## src/rtl/sinc3_pkg.sv

```systemverilog
package sinc3_pkg;
  localparam int NSTAGE = 3;

  typedef struct packed {
    logic intStep;  // accept one bit into the running sums
    logic decStep;  // decimation point: advance the difference stages
    logic emit;     // publish the result of this decimation point
    logic clrAll;   // synchronous clear of all state
  } sinc3Strobe_t;
endpackage

```

## src/rtl/sinc3_ctrl.sv

```systemverilog
module sinc3_ctrl
  import sinc3_pkg::*;
#(
  parameter int RATIO_W = 8
) (
  input  logic               clk,
  input  logic               rstN,
  input  logic               clr,
  input  logic               bitEn,
  input  logic               decEn,
  input  logic [RATIO_W-1:0] ratio,
  output sinc3Strobe_t       stb
);
  logic [RATIO_W-1:0] cnt;
  logic [RATIO_W-1:0] lastIdx;
  logic               atWrap;

  // ratios below two are treated as two
  assign lastIdx = (ratio < RATIO_W'(2)) ? RATIO_W'(1) : ratio - RATIO_W'(1);
  assign atWrap  = (cnt >= lastIdx);

  always_ff @(posedge clk or negedge rstN) begin
    if (!rstN) begin
      cnt <= '0;
    end else if (clr) begin
      cnt <= '0;
    end else if (bitEn) begin
      cnt <= atWrap ? '0 : cnt + RATIO_W'(1);
    end
  end

  always_comb begin
    stb.clrAll  = clr;
    stb.intStep = bitEn && !clr;
    stb.decStep = bitEn && !clr && atWrap;
    stb.emit    = bitEn && !clr && atWrap && decEn;
  end

  assert_cnt_hold_R5: assert property (@(posedge clk) disable iff (!rstN)
    (!bitEn && !clr) |=> $stable(cnt));

  assert_cnt_clear_R7: assert property (@(posedge clk) disable iff (!rstN)
    clr |=> (cnt == '0));
endmodule

```

## src/rtl/sinc3_datapath.sv

```systemverilog
module sinc3_datapath
  import sinc3_pkg::*;
#(
  parameter int W         = 25,
  parameter int OUT_W     = 16,
  parameter int OUT_SHIFT = 9
) (
  input  logic                    clk,
  input  logic                    rstN,
  input  logic                    bitIn,
  input  sinc3Strobe_t            stb,
  output logic signed [OUT_W-1:0] outData,
  output logic                    outVld
);
  localparam logic signed [W-1:0] SAT_HI = W'((64'sd1 <<< (OUT_W - 1)) - 64'sd1);
  localparam logic signed [W-1:0] SAT_LO = ~SAT_HI;

  logic signed [W-1:0] sample;
  logic signed [W-1:0] intReg  [NSTAGE];
  logic signed [W-1:0] intNow  [NSTAGE];
  logic signed [W-1:0] dlyReg  [NSTAGE];
  logic signed [W-1:0] diffNow [NSTAGE];
  logic signed [W-1:0] scaled;
  logic signed [W-1:0] clipped;

  assign sample = bitIn ? W'(1) : {W{1'b1}};

  // running sums: current bit reaches the last stage in the same cycle
  always_comb begin
    intNow[0] = intReg[0] + sample;
    for (int k = 1; k < NSTAGE; k++) intNow[k] = intReg[k] + intNow[k-1];
  end

  // differences: combinational outputs, only the delays are registered
  always_comb begin
    diffNow[0] = intNow[NSTAGE-1] - dlyReg[0];
    for (int k = 1; k < NSTAGE; k++) diffNow[k] = diffNow[k-1] - dlyReg[k];
  end

  generate
    for (genvar s = 0; s < NSTAGE; s++) begin : g_stage
      always_ff @(posedge clk or negedge rstN) begin
        if (!rstN) begin
          intReg[s] <= '0;
        end else if (stb.clrAll) begin
          intReg[s] <= '0;
        end else if (stb.intStep) begin
          intReg[s] <= intNow[s];
        end
      end

      always_ff @(posedge clk or negedge rstN) begin
        if (!rstN) begin
          dlyReg[s] <= '0;
        end else if (stb.clrAll) begin
          dlyReg[s] <= '0;
        end else if (stb.decStep) begin
          if (s == 0) dlyReg[s] <= intNow[NSTAGE-1];
          else        dlyReg[s] <= diffNow[(s == 0) ? 0 : s-1];
        end
      end
    end
  endgenerate

  assign scaled  = diffNow[NSTAGE-1] >>> OUT_SHIFT;
  assign clipped = (scaled > SAT_HI) ? SAT_HI : ((scaled < SAT_LO) ? SAT_LO : scaled);

  always_ff @(posedge clk or negedge rstN) begin
    if (!rstN) begin
      outData <= '0;
      outVld  <= 1'b0;
    end else if (stb.clrAll) begin
      outData <= '0;
      outVld  <= 1'b0;
    end else begin
      outVld <= stb.emit;
      if (stb.emit) outData <= OUT_W'(clipped);
    end
  end

  assert_int_hold_R5: assert property (@(posedge clk) disable iff (!rstN)
    (!stb.intStep && !stb.clrAll) |=> ($stable(intReg[0]) && $stable(intReg[1]) && $stable(intReg[2])));

  assert_out_hold_R6: assert property (@(posedge clk) disable iff (!rstN)
    (!stb.emit && !stb.clrAll) |=> ($stable(outData) && !outVld));

  assert_out_clear_R7: assert property (@(posedge clk) disable iff (!rstN)
    stb.clrAll |=> (!outVld && outData == '0));
endmodule

```

## src/rtl/sinc3_decimator.sv

```systemverilog
module sinc3_decimator
  import sinc3_pkg::*;
#(
  parameter int RATIO_W   = 8,
  parameter int OUT_W     = 16,
  parameter int OUT_SHIFT = 9
) (
  input  logic                    clk,
  input  logic                    rstN,
  input  logic                    clr,
  input  logic                    bitEn,
  input  logic                    decEn,
  input  logic                    bitIn,
  input  logic [RATIO_W-1:0]      ratio,
  output logic signed [OUT_W-1:0] outData,
  output logic                    outVld
);
  localparam int W = 1 + NSTAGE * RATIO_W;

  sinc3Strobe_t stb;

  sinc3_ctrl #(.RATIO_W(RATIO_W)) u_ctrl (
    .clk(clk), .rstN(rstN), .clr(clr), .bitEn(bitEn), .decEn(decEn),
    .ratio(ratio), .stb(stb)
  );

  sinc3_datapath #(.W(W), .OUT_W(OUT_W), .OUT_SHIFT(OUT_SHIFT)) u_dp (
    .clk(clk), .rstN(rstN), .bitIn(bitIn), .stb(stb),
    .outData(outData), .outVld(outVld)
  );

  assert_vld_pulse_R4: assert property (@(posedge clk) disable iff (!rstN)
    outVld |=> !outVld);
endmodule

```

## config.mk

```make
export PLATFORM = sky130hd
export DESIGN_NAME = sinc3_decimator
export DESIGN_NICKNAME = d
export VERILOG_FILES = /design/src/rtl/sinc3_pkg.sv /design/src/rtl/sinc3_ctrl.sv /design/src/rtl/sinc3_datapath.sv /design/src/rtl/sinc3_decimator.sv
export SDC_FILE = /design/constraint.sdc
export NUM_CORES = 1
export LEC_CHECK = 0
export ABC_CLOCK_PERIOD_IN_PS = 18500
export BUFFER_PORTS_ARGS = -buffer_cell sky130_fd_sc_hd__buf_2
export CELL_PAD_IN_SITES_DETAIL_PLACEMENT = 0
export CELL_PAD_IN_SITES_GLOBAL_PLACEMENT = 2
export CORE_MARGIN = 4
export CORE_UTILIZATION = 44
export DETAILED_ROUTE_END_ITERATION = 6
export PLACE_DENSITY = 0.9
export SYNTH_ARGS = -nofsm -noshare
export SYNTH_HDL_FRONTEND = slang
export SYNTH_SLANG_ARGS = --single-unit
```

## constraint.sdc

```tcl
create_clock -name clk -period 18.5 [get_ports clk]
set_input_delay 0.925 -clock clk [delete_from_list [all_inputs] [get_ports clk]]
set_output_delay 0.925 -clock clk [all_outputs]
set_load 0.03 [all_outputs]
```

Word level (Yosys, flattened, before mapping) --
Index checks and enable logic that the tools add are counted. W data, S select, Z words.
Storage, ports and cells: register bits 175, logic and storage cells 51
Cells by class: $lt $le $gt $ge 4, reductions and logical operators 8, add/sub/neg operators 8, muxes and demuxes 22
Operators with widths (count):
- $mux W25 | 13
- $add A25 B25 Y25 | 3
- $sub A25 B25 Y25 | 3
- $mux W16 | 4
- $mux W8 | 4
- $gt A16 B16 Y1 const B | 1
- $lt A16 B16 Y1 const B | 1
- $add A8 B1 Y8 const B | 1
- $ge A8 B8 Y1 | 1
- $lt A8 B2 Y1 const B | 1
- $reduce_bool A2 Y1 | 4
- $sub A8 B1 Y8 const B | 1
- $logic_and A1 B1 Y1 | 3
- $logic_not A1 Y1 | 1
- $mux W1 | 1

Depth between registers and ports, before layout --
Gate-level depths: netlist of run 1.
depth after elaboration 12, depth in mapped cells 49, mapped depth without buffers 49

By module --
From an unflattened synthesis of run 1, not the netlist that was laid out.
Second synthesis, totals: cells, all modules 1615, area total of the unflattened synthesis 14385.0 um2
By module, submodules not included:
- sinc3_datapath | area each 13591.8 um2, instances 1, cells each 1522
- sinc3_ctrl | area each 793.3 um2, instances 1, cells each 93

Least setup slack after synthesis of run 1 --
OpenSTA, ideal clock, no wires.
path kind in2reg, start in bitIn, end reg u_dp.outData[15], path slack 8798 ps, data arrival time 9571 ps, stages on the path 47, library setup time 131 ps, data required time 18369 ps, path through inv_1 -> ha_1 -> a21o_1 -> a21oi_1 -> o21bai_1 -> a21oi_1 -> xnor2_1 -> ha_1 -> a21o_1 -> a31o_2 -> a21oi_1 -> xnor2_1 -> ha_1 -> a21o_1 -> nand2_1 -> nand2b_1 -> a31oi_1 -> inv_1 -> (+11 left out) -> xnor2_1 -> ha_1 -> or4_1 -> o221ai_1 -> nand2_1 -> xor2_1 -> ha_1 -> a21oi_1 -> nand2b_1 -> o2111ai_1 -> a31o_2 -> a21oi_1 -> nor2b_1 -> o21ai_0 -> nand2b_1 -> a21oi_1 -> xnor2_1 -> o21ai_1
On the way: word-level cells in the longest chain between the ends 12, elaborated cells on any way between the ends 13, classes of those cells add/sub: 6; order compare: 2; mux: 5
RTL lines:
- start, declared | RTL line sinc3_decimator.sv:13 | input logic bitIn,
- $mux W25 (*) | RTL line sinc3_datapath.sv:26 | assign sample = bitIn ? W'(1) : {W{1'b1}};
- $add A25 B25 Y25 (*) | RTL line sinc3_datapath.sv:30 | intNow[0] = intReg[0] + sample;
- $add A25 B25 Y25 (*) (2 in a row) | RTL line sinc3_datapath.sv:31 | for (int k = 1; k < NSTAGE; k++) intNow[k] = intReg[k] + intNow[k-1];
- $sub A25 B25 Y25 (*) | RTL line sinc3_datapath.sv:36 | diffNow[0] = intNow[NSTAGE-1] - dlyReg[0];
- $sub A25 B25 Y25 (*) (2 in a row) | RTL line sinc3_datapath.sv:37 | for (int k = 1; k < NSTAGE; k++) diffNow[k] = diffNow[k-1] - dlyReg[k];
- $lt A16 B16 Y1 | RTL line sinc3_datapath.sv:66 | assign clipped = (scaled > SAT_HI) ? SAT_HI : ((scaled < SAT_LO) ? SAT_LO : scaled);
- $mux W16 | RTL line sinc3_datapath.sv:66
- $mux W16 (*) | RTL line sinc3_datapath.sv:66
- $mux W16 (*) | RTL line sinc3_datapath.sv:77 | if (stb.emit) outData <= OUT_W'(clipped);
- $mux W16 (*) | RTL line sinc3_datapath.sv:72 | end else if (stb.clrAll) begin
- end signal, assigned | RTL line sinc3_datapath.sv:77
- end, declared | RTL line sinc3_datapath.sv:12 | output logic signed [OUT_W-1:0] outData,
Mark *: on every way between the ends. The rest lies on a longest branch, timed or not. The select of a mux whose other input is x is not followed. A chain may end at the register's enable or synchronous reset.

Worst setup path in the final report of run 1 --
Same ends and word-level chain as after synthesis.

==> results of run 1 <==
-- per-layer routing --
metal  wire [um]  track usage  vias to the layer above  share of wire
met5           0            0                        -              0
met4         356       0.0398                        0          0.011
met3         910       0.0367                       25          0.029
met2       13900        0.290                      107           0.45
met1       15800        0.258                     5231           0.51
li1            -            -                     5764              -
-- through the flow --
stage           util  cell area, um2  hold slack (ns)  instances  setup slack [ns]
6_report       0.480           15100            0.495       2037              8.18
4_1_cts        0.480           15100            0.499       2037              8.23
2_1_floorplan      -           14100            0.456       1623              8.80
3_3_place_gp   0.462           14600            0.484       2005              8.01
3_5_place_dp   0.462           14600            0.483       2005              7.80
5_1_grt        0.480           15100            0.528       2037              7.33
-- sequential cells by signal, indices dropped and copies added (netlist names) --
| name | flops |
|---|---|
| u_dp.outVld | 1 |
| u_dp.dlyReg | 75 |
| u_dp.intReg | 75 |
| u_dp.outData | 16 |
| u_ctrl.cnt | 8 |
-- area by class of cell --
| cell class | count | area [um2] | share of cell area |
|---|---|---|---|
| multi-input combinational | 1269 | 9020 | 0.596 |
| inverter | 122 | 458 | 0.0302 |
| sequential | 175 | 4380 | 0.289 |
| clock inverter | 15 | 145 | 0.00958 |
| tap | 402 | 503 | 0.0332 |
| clock buffer | 17 | 425 | 0.0281 |
| timing repair buffer | 37 | 216 | 0.0143 |
-- critical path: cells and delay by family --
kind / cells / cell delay, ns
AO/OA/AOI/OAI: 21 / 4.29
AND/OR/NAND/NOR: 12 / 1.86
XOR/XNOR: 6 / 1.11
buffers and inverters: 4 / 0.57
adder cells (fa/ha/maj): 6 / 1.83
-- worst paths after layout --
check / startpoint / endpoint / slack [ns]
min in group asynchronous: rstN / u_dp.outData[14]$_DFFE_PN0P_ / 0.61
max in group asynchronous: rstN / u_dp.intReg[31]$_DFFE_PN0P_ / 16.38
min: u_dp.intReg[23]$_DFFE_PN0P_ / u_dp.intReg[23]$_DFFE_PN0P_ / 0.49
min reg2reg: u_dp.intReg[23]$_DFFE_PN0P_ / u_dp.intReg[23]$_DFFE_PN0P_ / 0.49
max reg2reg: u_dp.intReg[51]$_DFFE_PN0P_ / u_dp.outData[15]$_DFFE_PN0P_ / 8.74
max: bitIn / u_dp.outData[15]$_DFFE_PN0P_ / 8.18
-- logic make-up after synthesis --
group / count (synthesis)
and+or+nand+nor: 462
muxes: 63
AOI/OAI and AO/OA: 457
adders and majority gates: 167
DFF: 175
xor gates and xnor gates: 120
buffers and inverters: 179
-- synthesized netlist by cell type (all sizes together), types with 8 or more instances --
cell | count | area share
ha | 162 | 0.14
mux2i | 63 | 0.045
nor2 | 146 | 0.039
dfrtp | 175 | 0.31
xnor2 | 73 | 0.047
o21bai | 13 | 0.0069
a21oi | 108 | 0.039
nor2b | 21 | 0.0093
clkbuf | 49 | 0.013
nand3b | 21 | 0.011
o211ai | 11 | 0.0059
or3 | 12 | 0.0053
o21ai | 93 | 0.033
a21boi | 9 | 0.0048
nand2 | 136 | 0.036
nand3 | 18 | 0.0064
a21o | 69 | 0.037
nand2b | 29 | 0.013
and3 | 8 | 0.0036
a211oi | 13 | 0.0069
nor3 | 35 | 0.013
inv | 122 | 0.033
buf | 8 | 0.0021
o31ai | 66 | 0.035
xor2 | 46 | 0.029
nand4 | 13 | 0.0058
a31oi | 11 | 0.0053
o21a | 20 | 0.011
==> out/metrics.cfg, run 1 <==
[outcome]
status = finished, final reports clean

[layout]
nFillCells = 3069
diodes = 0
fin_nets = 1803
layout_common_cells = dfrtp_1 (175), ha_1 (162), nor2_1 (145)
final_common_cell = dfrtp_1
area.growth.synth_to_final_pct = 7.69
drive_above_1_share = 0.0557

[placement]
dp_hpwl_mm = 21.8
io_buffer_count = 30
gp_congestion = 0.833

[timing]
clock.fmax_ghz = 0.0969
slew_violations = 0
setup_viol_count_final = 0
timing_hold_violations_final = 0
rsz0062_at_grt = no
timing.final.crit_share = 0.558
fin_worst_skew_ns = 0.0161
slew_headroom = 0.334
finalSetupTns_ns = 0
worstMarginPinSlew_ns = 0.999
fin_crit_ns = 10.32

[floorplan]
ios = 31
core_um2 = 31600
die_area_um2 = 34900
start_util = 0.446
fp.dieH_um = 187
die_w_um = 187
num_rows = 65

[worst_hold_path]
min_path_cells = 2
hp-class = flop to flop

[cts]
clk_latency_ns = 0.46
cts_resized = 0
cts_buffer_depth = 2
post_cts_buffers = 0
hold_buffers = 0
numCtsBuffers = 17
htreeDepth = 4
path_clk_slew_ns = 0.08
cts-root-buf = clkbuf_16
cts_tree = done
cts_sinks = 175

[drt]
drc = 0
routed_wl_mm = 31.0
ant_nets = 0
dr.pass1.iters = 5
first_iter_violations = 552
dr_total_vias = 11127
wl_per_cell_um = 15.2
avgViaCountPerCell = 5.46

[setup_path]
start_kind = input port
worstPathRequired_ns = 18.80
slowest_delay_ns = 0.52
slowest_stage = or4_1
path_class = input port to flop
cp_max_fo = 24
arrival_ns = 10.62
rr_worst_depth = 46
crit_top_cell = a21oi_1
critical_path.endpoint_type = flop

[synthesis]
avgSynthCellArea_um2 = 8.67
ys_ff_latch = 175
synth-simple-area-share = 0.154
yosysSeqAreaShare = 0.311
synth_edf_count = 0
synthArstFlopShare = 1.00
synth_fa_ha_area_frac = 0.151
synth_ff_type = dfrtp_1
syn_nets = 1804
syn_inst = 1623
yosys.area_share.xor_xnor = 0.0768
synth_top_family_by_area = compound AO/OA/AOI/OAI gates
yosysWarnings = 0
synth_compound_area_frac = 0.214
synth_cell_types = 69
yosys-mux-area-fraction = 0.0448
syn_area_um2 = 14100

[grt]
antenna_found_initial = 0
grt_start_max_net_pins = 107
overflow = 0
grt_pass1_wl_mm = 54.1
grtUsageTotal = 0.182
grt_pass1_vias = 11154

[run]
cap_violations = 0

Power of run 1 is not shown: default switching activity piles up to over one toggle a cycle in this logic, so the estimate is an artifact.
==> inputs of run 2 (changes only) <==
--- a/config.mk
+++ b/config.mk
@@ -5,14 +5,15 @@
 export SDC_FILE = /design/constraint.sdc
 export NUM_CORES = 1
 export LEC_CHECK = 0
-export ABC_CLOCK_PERIOD_IN_PS = 18500
+export ABC_AREA = 1
+export ABC_CLOCK_PERIOD_IN_PS = 9800
 export BUFFER_PORTS_ARGS = -buffer_cell sky130_fd_sc_hd__buf_2
 export CELL_PAD_IN_SITES_DETAIL_PLACEMENT = 0
 export CELL_PAD_IN_SITES_GLOBAL_PLACEMENT = 2
 export CORE_MARGIN = 4
-export CORE_UTILIZATION = 44
+export CORE_UTILIZATION = 39
 export DETAILED_ROUTE_END_ITERATION = 6
-export PLACE_DENSITY = 0.9
+export PLACE_DENSITY = 0.84
 export SYNTH_ARGS = -nofsm -noshare
 export SYNTH_HDL_FRONTEND = slang
 export SYNTH_SLANG_ARGS = --single-unit
==> constraint.sdc (replaced) <==
create_clock -name clk -period 9.8 [get_ports clk]
set_input_delay 0.49 -clock clk [delete_from_list [all_inputs] [get_ports clk]]
set_output_delay 0.49 -clock clk [all_outputs]
set_load 0.03 [all_outputs]
==> out/metrics.cfg, run 2 <==
[outcome]
status = finished, final reports clean

[placement]
io_buffer_count = 30
gp_congestion = 0.865
dp_hpwl_mm = 25.2
dp_slack_ns = 0.709

[layout]
fin_nets = 1985
multi_input_area_um2 = 8350
diodes = 0
final_util = 0.432
nFillCells = 3631
drive_above_1_share = 0.0751
regArea_um2 = 4380
layout_common_cells = nand2_1 (349), inv_1 (272), dfrtp_1 (175)
final_common_cell = nand2_1
reg_top3 = u_dp.dlyReg: 75 flops, u_dp.intReg: 75 flops, u_dp.outData: 16 flops
area.growth.synth_to_final_pct = 8.31

[cts]
post_cts_buffers = 0
hold_buffers = 0
htreeDepth = 4
cts-root-buf = clkbuf_16
cts_sinks = 175
path_clk_slew_ns = 0.07
cts_tree = done
clk_latency_ns = 0.43
numCtsBuffers = 17
cts_resized = 0
cts_buffer_depth = 2

[drt]
dr.pass1.iters = 5
ant_nets = 0
drc = 0
avgViaCountPerCell = 5.14
first_iter_violations = 640
routed_wl_mm = 33.5
wl_per_cell_um = 14.8
dr_total_vias = 11641

[setup_path]
rrSetupSlack_ns = 1.22
crit_top_cell = nand2_1
cp_max_fo = 8
worstPathRequired_ns = 10.17
start_kind = input port
path_class = input port to flop
slowest_delay_ns = 0.55
arrival_ns = 9.02
slowest_stage = nor4_1
critical_path.endpoint_type = flop

[floorplan]
die_w_um = 197
start_util = 0.398
num_rows = 68
die_area_um2 = 38700
ios = 31
fp.dieH_um = 197
core_um2 = 34900

[synthesis]
ys_top_cells_by_area = dfrtp_1 (32%), ha_1 (15%), nand2_1 (9.4%)
synth_cell_types = 58
avgSynthCellArea_um2 = 7.81
synth_edf_count = 0
synthTopCellsByCount = nand2_1 (349), inv_1 (273), dfrtp_1 (175), ha_1 (162), a21oi_1 (144)
synth_ff_type = dfrtp_1
syn_nets = 1962
yosysSeqAreaShare = 0.315
yosys.area.top_type = dfrtp_1
synth.most_common_cell = nand2_1
syn_area_um2 = 13900
synth_top_area_frac = 0.315
ys_ff_latch = 175
yosysWarnings = 0
syn_inst = 1781
synthArstFlopShare = 1.00

[grt]
grt_start_max_net_pins = 112
grt_pass1_vias = 11446
overflow = 0
grt_pass1_wl_mm = 57.0
antenna_found_initial = 0
grtUsageTotal = 0.176

[timing]
fin_worst_skew_ns = 0.0138
rsz0062_at_grt = no
slew_headroom = 0.282
timing_hold_violations_final = 0
finalSetupTns_ns = 0
setup_slack_ns = 1.16
clock.fmax_ghz = 0.116
slew_violations = 0
fin_crit_ns = 8.64
timing.final.crit_share = 0.882
worstMarginPinSlew_ns = 1.08
setup_viol_count_final = 0

[run]
cap_violations = 0

[worst_hold_path]
hp-class = input port to async pin

-- run 2: area by class of cell --
cell class	count	share of cell area
multi-input combinational	1293	0.555
clock buffer	18	0.0292
clock inverter	8	0.00324
timing repair buffer	38	0.0145
tap	455	0.0378
inverter	279	0.0696
sequential	175	0.291
-- run 2: critical path, delay by kind of cell --
kind | cells | cell delay, ns
and+or+nand+nor | 17 | 2.50
adders and majority gates | 6 | 2.22
buffers and inverters | 4 | 0.51
AOI/OAI and AO/OA | 11 | 2.17
xor gates and xnor gates | 6 | 1.11
-- run 2: logic make-up (layout without fill, tap and decap cells) --
kind of cell / Yosys count / count (layout) / share of synthesized area
adders and majority gates: 167 / 167 / 0.153
DFF: 175 / 175 / 0.315
buffers and inverters: 313 / 343 / 0.0851
xor gates and xnor gates: 120 / 120 / 0.0756
AOI/OAI and AO/OA: 452 / 452 / 0.197
and+or+nand+nor: 554 / 554 / 0.174
-- run 2: stage by stage --
| stage | hold slack (ns) | area [um2] | cells |
|---|---|---|---|
| after floorplan | 0.194 | 13900 | 1781 |
| after global placement | 0.461 | 14600 | 2240 |
| after detailed placement | 0.463 | 14600 | 2240 |
| after CTS | 0.243 | 15100 | 2266 |
| after global routing | 0.291 | 15100 | 2266 |
| final | 0.163 | 15100 | 2266 |
-- run 2: routing by layer --
layer / track usage / vias to the layer above / share of wire
met2: 0.275 / 116 / 0.43
met3: 0.0205 / 25 / 0.023
met5: 0 / - / 0
met1: 0.265 / 5469 / 0.53
li1: - / 6031 / -
met4: 0.0357 / 0 / 0.011
-- run 2: worst paths after layout --
| check | from | to | cells after the start |
|---|---|---|---|
| setup / recovery | bitIn | u_dp.outData[15]$_DFFE_PN0P_ | 44 |
| hold / removal | rstN | u_dp.outData[14]$_DFFE_PN0P_ | 1 |
| setup reg to reg | u_dp.intReg[52]$_DFFE_PN0P_ | u_dp.outData[15]$_DFFE_PN0P_ | 42 |
| hold reg to reg | u_dp.outData[10]$_DFFE_PN0P_ | u_dp.outData[10]$_DFFE_PN0P_ | 2 |
| max in group asynchronous | rstN | u_dp.intReg[8]$_DFFE_PN0P_ | 2 |
| min in group clk | bitEn | u_dp.intReg[21]$_DFFE_PN0P_ | 3 |
Power of run 2 is left out for the same reason.
==> inputs of run 3 (changes only) <==
--- a/config.mk
+++ b/config.mk
@@ -8,12 +8,12 @@
 export ABC_AREA = 1
 export ABC_CLOCK_PERIOD_IN_PS = 9800
 export BUFFER_PORTS_ARGS = -buffer_cell sky130_fd_sc_hd__buf_2
-export CELL_PAD_IN_SITES_DETAIL_PLACEMENT = 0
-export CELL_PAD_IN_SITES_GLOBAL_PLACEMENT = 2
+export CELL_PAD_IN_SITES_DETAIL_PLACEMENT = 1
+export CELL_PAD_IN_SITES_GLOBAL_PLACEMENT = 1
 export CORE_MARGIN = 4
-export CORE_UTILIZATION = 39
+export CORE_UTILIZATION = 49
 export DETAILED_ROUTE_END_ITERATION = 6
-export PLACE_DENSITY = 0.84
+export PLACE_DENSITY_LB_ADDON = 0.1
 export SYNTH_ARGS = -nofsm -noshare
 export SYNTH_HDL_FRONTEND = slang
 export SYNTH_SLANG_ARGS = --single-unit
==> out/metrics.cfg, run 3 (synthesis gave the netlist of run 2 again) <==
[outcome]
status = finished, final reports clean

[cts]
cts_tree = done
clk_latency_ns = 0.45
path_clk_slew_ns = 0.08
cts_sinks = 175
cts-root-buf = clkbuf_16
post_cts_buffers = 0
numCtsBuffers = 17
cts_buffer_depth = 2
hold_buffers = 0
htreeDepth = 4

[layout]
diodes = 0
final_common_cell = nand2_1
reg_top3 = u_dp.dlyReg: 75 flops, u_dp.intReg: 75 flops, u_dp.outData: 16 flops
fin_nets = 1986
layout_common_cells = nand2_1 (349), inv_1 (272), dfrtp_1 (175)
area.growth.synth_to_final_pct = 8.24
drive_above_1_share = 0.0787
nFillCells = 3499

[grt]
antenna_found_initial = 0
grt_pass1_wl_mm = 67.2
grtUsageTotal = 0.264
grt_pass1_vias = 13159
overflow = 0
grt_start_max_net_pins = 75

[timing]
setup_viol_count_final = 0
slew_violations = 0
setup_slack_ns = 0.952
worstMarginPinSlew_ns = 1.22
timing_hold_violations_final = 0
finalSetupTns_ns = 0
slew_headroom = 0.185
fin_crit_ns = 8.85
timing.final.crit_share = 0.903
clock.fmax_ghz = 0.113
rsz0062_at_grt = no
fin_worst_skew_ns = 0.0196

[floorplan]
ios = 31
num_rows = 61
start_util = 0.499
fp.dieH_um = 176
die_w_um = 176
core_um2 = 27900
die_area_um2 = 31100

[drt]
avgViaCountPerCell = 5.59
drc = 0
first_iter_violations = 614
ant_nets = 0
routed_wl_mm = 39.6
dr_total_vias = 12271
wl_per_cell_um = 18.0
dr.pass1.iters = 5

[setup_path]
path_class = flop to flop
reg2reg_from = u_dp.intReg[50]$_DFFE_PN0P_
rr_worst_depth = 45
cp_num_buf_inv = 5
rrSetupSlack_ns = 0.95
start_kind = flop
setup.worst_path.start = u_dp.intReg[50]$_DFFE_PN0P_
arrival_ns = 9.18
slowest_delay_ns = 0.61
worstPathRequired_ns = 10.13
crit_top_cell = nand2_1
crit_family = adder cells
slowest_stage = nor4_1
cp_max_fo = 7
worstReg2RegEnd = u_dp.outData[14]$_DFFE_PN0P_
critical_path.endpoint_type = flop

[placement]
io_buffer_count = 30
gp_congestion = 0.865
dp_hpwl_mm = 30.4
dp_slack_ns = 0.320

[worst_hold_path]
hp-class = input port to async pin

[run]
cap_violations = 0

run 3: changes by cell type in the layout (fill, tap and decap cells not counted), moves of 2 or more:
| cell | previous run | this run |
|---|---|---|
| clkinv_2 | 5 | 0 |
| inv_8 | 0 | 4 |
| clkbuf_1 | 0 | 2 |
| inv_6 | 0 | 6 |
run 3: layer usage:
| layer | up-vias | part of all wire | GRT usage |
|---|---|---|---|
| li1 | 6017 | - | - |
| met1 | 6111 | 0.51 | 0.381 |
| met2 | 117 | 0.46 | 0.437 |
| met3 | 26 | 0.021 | 0.0255 |
| met4 | 0 | 0.011 | 0.0493 |
| met5 | - | 0 | 0 |
run 3: worst max-delay path by stage:
stage                                   end  depth (start not counted)  slack [ns]
2_1_floorplan  u_dp.outData[15]$_DFFE_PN0P_                         47        1.67
3_3_place_gp   u_dp.outData[15]$_DFFE_PN0P_                         49        0.81
3_5_place_dp   u_dp.outData[15]$_DFFE_PN0P_                         49        0.32
4_1_cts        u_dp.outData[15]$_DFFE_PN0P_                         49        0.77
5_1_grt        u_dp.outData[15]$_DFFE_PN0P_                         49        0.05
6_report       u_dp.outData[14]$_DFFE_PN0P_                         45        0.95
run 3: through the flow:
step	hold WS [ns]	utilization	instance area (um2)	instances
after floorplan	0.194	-	13900	1781
after global placement	0.461	0.520	14500	2164
after detailed placement	0.461	0.520	14500	2164
after CTS	0.0805	0.540	15000	2196
after global routing	0.0973	0.540	15000	2196
final	0.0508	0.540	15000	2196
run 3: cell type report:
type	instances	area (um2)	area share
clock buffer	19	433	0.0288
sequential	175	4380	0.291
tap	378	473	0.0314
inverter	279	1050	0.0696
clock inverter	13	120	0.00798
multi-input combinational	1293	8360	0.556
timing repair buffer	39	230	0.0153
run 3: worst reg2reg max path, delay by kind of cell (launching register included):
family | cells | cell delay, ns
compound gates | 12 | 2.16
simple gates | 17 | 2.33
fa+ha+maj | 6 | 2.31
buf+inv | 5 | 0.39
xor+xnor | 5 | 1.09
flops | 1 | 0.43
run 3: what timing repair did:
item,4_1_cts,5_1_grt
endpoints found under the hold margin,0,0
endpoints found under the setup margin,0,3
resized for setup,0,4
Power of run 3 is left out for the same reason.
